File: src/rtl/sh_err_injector.sv
module sh_err_injector #(
  parameter int PAYLOAD_W = 64,
  parameter int CNT_W     = 16
) (
  input  logic                 clk,
  input  logic                 rst,
  input  logic                 inj_en,
  input  logic                 err_req,
  input  logic                 cnt_clr,
  input  logic                 pl_valid,
  input  logic                 pl_ctrl,
  input  logic [PAYLOAD_W-1:0] pl_data,
  output logic                 blk_valid,
  output logic [PAYLOAD_W+1:0] blk_out,
  output logic [CNT_W-1:0]     err_count
);
  localparam logic [CNT_W-1:0] CNT_MAX = '1;

  logic req_s1, req_s2, req_prev, pending;
  logic req_edge, corrupt;
  logic [1:0] hdr;

  assign req_edge = req_s2 & ~req_prev;
  assign corrupt  = pending & pl_valid & inj_en;
  assign hdr      = corrupt ? {~pl_ctrl, ~pl_ctrl} : {~pl_ctrl, pl_ctrl};

  always_ff @(posedge clk) begin
    if (rst) begin
      req_s1   <= 1'b0;
      req_s2   <= 1'b0;
      req_prev <= 1'b0;
      pending  <= 1'b0;
    end else begin
      req_s1   <= err_req;
      req_s2   <= req_s1;
      req_prev <= req_s2;
      pending  <= inj_en & ((pending & ~pl_valid) | (req_edge & ~pending));
    end
  end

  always_ff @(posedge clk) begin
    if (rst) begin
      blk_valid <= 1'b0;
      blk_out   <= '0;
    end else begin
      blk_valid <= pl_valid;
      if (pl_valid) blk_out <= {pl_data, hdr};
    end
  end

  always_ff @(posedge clk) begin
    if (rst)                              err_count <= '0;
    else if (cnt_clr)                     err_count <= '0;
    else if (corrupt && err_count != CNT_MAX) err_count <= err_count + 1'b1;
  end

  assert_single_err_R3: assert property (@(posedge clk) disable iff (rst)
    corrupt |=> !corrupt);
  assert_enable_gate_R4: assert property (@(posedge clk) disable iff (rst)
    !inj_en |=> !pending);
  assert_valid_follow_R7: assert property (@(posedge clk) disable iff (rst)
    pl_valid |=> blk_valid);
  assert_idle_follow_R7: assert property (@(posedge clk) disable iff (rst)
    !pl_valid |=> !blk_valid);
  assert_hold_count_R8: assert property (@(posedge clk) disable iff (rst)
    (!cnt_clr && !corrupt) |=> $stable(err_count));
  assert_clear_R9: assert property (@(posedge clk) disable iff (rst)
    cnt_clr |=> err_count == '0);
  assert_payload_R2: assert property (@(posedge clk) disable iff (rst)
    pl_valid |=> blk_out[PAYLOAD_W+1:2] == $past(pl_data));
endmodule

File: config.mk
export PLATFORM = sky130hd
export DESIGN_NAME = sh_err_injector
export DESIGN_NICKNAME = d
export VERILOG_FILES = /design/src/rtl/sh_err_injector.sv
export SDC_FILE = /design/constraint.sdc
export NUM_CORES = 1
export LEC_CHECK = 0
export BUFFER_PORTS_ARGS = -buffer_cell sky130_fd_sc_hd__buf_2
export CAP_MARGIN = 20
export CORE_UTILIZATION = 23
export DETAILED_ROUTE_END_ITERATION = 10
export GPL_ROUTABILITY_DRIVEN = 0
export PLACE_DENSITY_LB_ADDON = 0.25
export SYNTH_ARGS = -nofsm -noshare
export SYNTH_HDL_FRONTEND = slang
export SYNTH_SLANG_ARGS = --single-unit
File: constraint.sdc
create_clock -name clk -period 2.55 [get_ports clk]
set_clock_uncertainty 0.05 [all_clocks]
set_input_delay 0.3825 -clock clk [delete_from_list [all_inputs] [get_ports clk]]
set_output_delay 0.3825 -clock clk [all_outputs]
set_load 0.02 [all_outputs]
==> impl_summary.log <==
[metrics] most common cell in the netlist: dfxtp_1
[metrics] routed vias: 2,912
[metrics] Yosys top cell area share: 0.5243
[metrics] initial standard-cell utilization of the core: 0.2375
[metrics] crit-path max FO: 6
[metrics] fraction of met3 tracks used by global routing: 0.03933
[metrics] # setup viols final: 0
[metrics] Routed Wire Length: 8402 µm
[metrics] dominant combinational cell family by area after synthesis: multiplexers
[metrics] largest area contributor in the netlist: dfxtp_1
[metrics] Top Usage Layer GRT: met2
[metrics] count of instances resized after the clock tree is built: 0
[metrics] maximum number of pins on one net before global-route repair: 53
[metrics] total I/O pin count: 154
[metrics] Placed Area: 0.004262 mm²
[metrics] worst vdd rail ir drop: 293.8 µV
[metrics] multiplexer fraction of the synthesized cell area: 0.1959
[metrics] share of the synthesized netlist area taken by xor and xnor gates: 0.002637
[metrics] series of cell instances along the critical path: ha_1 > inv_1 > nor4_2 > o21ai_0 > a21oi_1
[metrics] input/output buffers: 153
[metrics] global-route wire length before repair: 12,850 µm
[metrics] vias in the first global route: 2,706
[metrics] worst endpoint data arrival time: 1.97 ns
[metrics] max-capacitance violation count: 0
[metrics] wire per inst: 12.71 µm
[metrics] number of failing hold endpoints at the final stage: 0
[metrics] die outline height: 122.2 µm
[metrics] Layout Cell Area excl Fill: 0.004546 mm²
[metrics] ratio of cells with drive above 1 in the final layout: 0.3680
[metrics] Post-CTS Setup Inserts: 0
[metrics] crit start category: flop
[metrics] Post-synth ARST share: 0
[metrics] CP required: 2.77 ns
[metrics] hold crit path type: primary input to flop
[metrics] Max clock buf depth: 2
[metrics] compound-gate portion of the synthesized area: 0.05876
[metrics] global router's overall resource usage: 0.1117
[metrics] Final TNS setup: 0 ns
[metrics] CTS Buf Count: 9
[metrics] post-layout utilization of the core: 0.3250
[metrics] mean number of vias per cell: 4.405
[metrics] standard cell with the maximum stage delay on the critical path: nor4_2
[metrics] final cycle utilization of the critical path: 0.6874
[metrics] CP Class: flop to flop
[metrics] chip width: 122.2 µm
[metrics] post-synthesis sequential element count: 87
[metrics] hold buffers post-CTS: 0
[metrics] Max H-tree Level: 3
[metrics] number of nets in the synthesized netlist: 402
[metrics] most frequently used flop master after synthesis: dfxtp_1
[metrics] iteration count of the initial detailed-routing pass: 4
[metrics] simple-gate share of the synthesized area: 0.1868
[metrics] highest attainable clock frequency: 570.5 MHz
[metrics] static power due to leakage: 0.002228 µW
[metrics] remaining routing DRC violations: 0
[metrics] Cell Pwr Density: 675.9 mW/mm²
[metrics] RSZ-0062 raised after global routing: false
[metrics] area inside the core boundary: 0.01399 mm²
[metrics] slew at the pin closest to its max-slew limit: 0.6535 ns
[metrics] Sink Count: 87
[metrics] status: completed
[metrics] antenna violations before repair: 0
[metrics] number of antenna cells inserted: 0
[metrics] clock tree from TritonCTS: built
[metrics] sequential area share after synthesis: 0.5243
[metrics] adder and majority cell fraction of the synthesized area: 0.003766
[metrics] worst-skew pair later-pin latency: 0.34 ns
[metrics] met2 demand-to-capacity share in global routing: 0.1727
[metrics] First DRT Iteration DRCs: 231
[metrics] max_slew headroom: 0.5644
[metrics] post-route non-filler standard cell count: 661
[metrics] delay contributed by the slowest stage of the critical path: 0.56 ns
[metrics] area delta synth->final: 36.84%
[metrics] number of nets with antenna violations after detailed routing: 0
[metrics] Area contributors post-synth: dfxtp_1 52%, mux2i_1 20%, nor2_1 8.2%
[metrics] Place WS: 0.6961 ns
[metrics] HPWL Detailed: 5978 µm
[metrics] Unique masters post-synth: 39
[metrics] average cell area after synthesis: 10.07 µm²
[metrics] num rows: 43
[metrics] clock edge transition at the registers on the reported setup and hold paths: 0.06 ns
[metrics] Post-synth EDFFs: 0
[metrics] setup slack of the worst register-to-register path: 0.80 ns
[metrics] top cells by count, synth: 87 x dfxtp_1, 73 x nor2_1, 65 x mux2i_1
[metrics] synthesis warning total: 0
[metrics] Final #Nets: 550
[metrics] minimum setup slack in the final design: 0.7972 ns
[metrics] clock root cell: clkbuf_16
[metrics] met1 track demand over resource in global routing: 0.1337
[metrics] Post-Synthesis Cells: 330
[metrics] netlist area before placement: 0.003322 mm²
[metrics] overflow left after global routing: 0
[metrics] die area: 0.01493 mm²
[metrics] count of placed standard cells including taps: 647
[metrics] Tmin final: 1.753 ns
[metrics] final-report max-slew violation count: 0
[metrics] Critical Path End Type: flop
[path summary, 6_finish.rpt]
| kind | from | to | depth (start not counted) |
|---|---|---|---|
| hold reg to reg | req_s1 | req_s2 | 1 |
| setup reg to reg | err_count[0] | err_count[9] | 5 |
| setup / recovery | err_count[0] | err_count[9] | 5 |
| hold / removal | err_req | req_s1 | 2 |
[worst max-delay path, delay by kind of cell, from the launching register on]
family                     cells  cell delay [ns]
AOI/OAI and AO/OA              2             0.34
adders and majority gates      1             0.24
buffers and inverters          1             0.10
DFF                            1             0.40
and+or+nand+nor                1             0.56
[cell families after synthesis]
kind of cell / after synthesis
compound gates: 32
xor+xnor: 1
fa+ha+maj: 1
buf+inv: 21
flops: 87
mux: 65
simple gates: 123
[stage by stage]
step | total power (µW) | hold slack (ns)
3_3_place_gp | 1834 | 0.3722
5_1_grt | 3214 | 0.1993
2_1_floorplan | 1696 | 0.3638
6_report | 3073 | 0.2079
4_1_cts | 3131 | 0.1903
3_5_place_dp | 1840 | 0.3793
[final cells by class]
cell class              count  area, µm²
clock buffers              14      284.0
fillers                  1486       9443
inverters                   3      11.26
multi-input cells         222       1488
flip-flops and latches     87       1742
well taps                 180      225.2
repair buffers            155      795.8
[routing by layer]
layer	vias to the layer above	part of all wire
met5	-	0
met4	0	0.021
met3	11	0.079
met2	107	0.47
met1	1347	0.43
li1	1447	-
[flip-flops by register name, summed over array words and instances, names as in the netlist]
| register | flops |
|---|---|
| blk_valid | 1 |
| blk_out | 66 |
| req_s1 | 1 |
| pending | 1 |
| err_count | 16 |
| req_s2 | 1 |
| req_prev | 1 |
[power by group]
group | switching [µW] | total [µW] | internal [µW]
clock network | 511 | 1270 | 757
registers | 31.0 | 1460 | 1420
logic | 202 | 349 | 147
[placed cells by master, fill, tap and decap left out, types with 2 or more instances in the layout]
| master | n |
|---|---|
| a21oi_1 | 11 |
| or3_1 | 5 |
| dfxtp_1 | 87 |
| a31oi_1 | 2 |
| clkbuf_8 | 4 |
| nor3b_1 | 2 |
| mux2i_1 | 65 |
| clkbuf_16 | 9 |
| o21ai_0 | 8 |
| buf_4 | 2 |
| nor2_1 | 73 |
| or4_1 | 2 |
| nor4_2 | 3 |
| buf_2 | 152 |
| nand3_2 | 2 |
| a211oi_1 | 4 |
| nand2_1 | 6 |
| inv_1 | 3 |
| o31ai_1 | 2 |
| nor2b_1 | 3 |
| nand3_1 | 3 |
| nand4_1 | 7 |
| nor3_1 | 3 |
| and4_1 | 2 |
| and3_1 | 5 |
(Power assumes the default switching activity.)
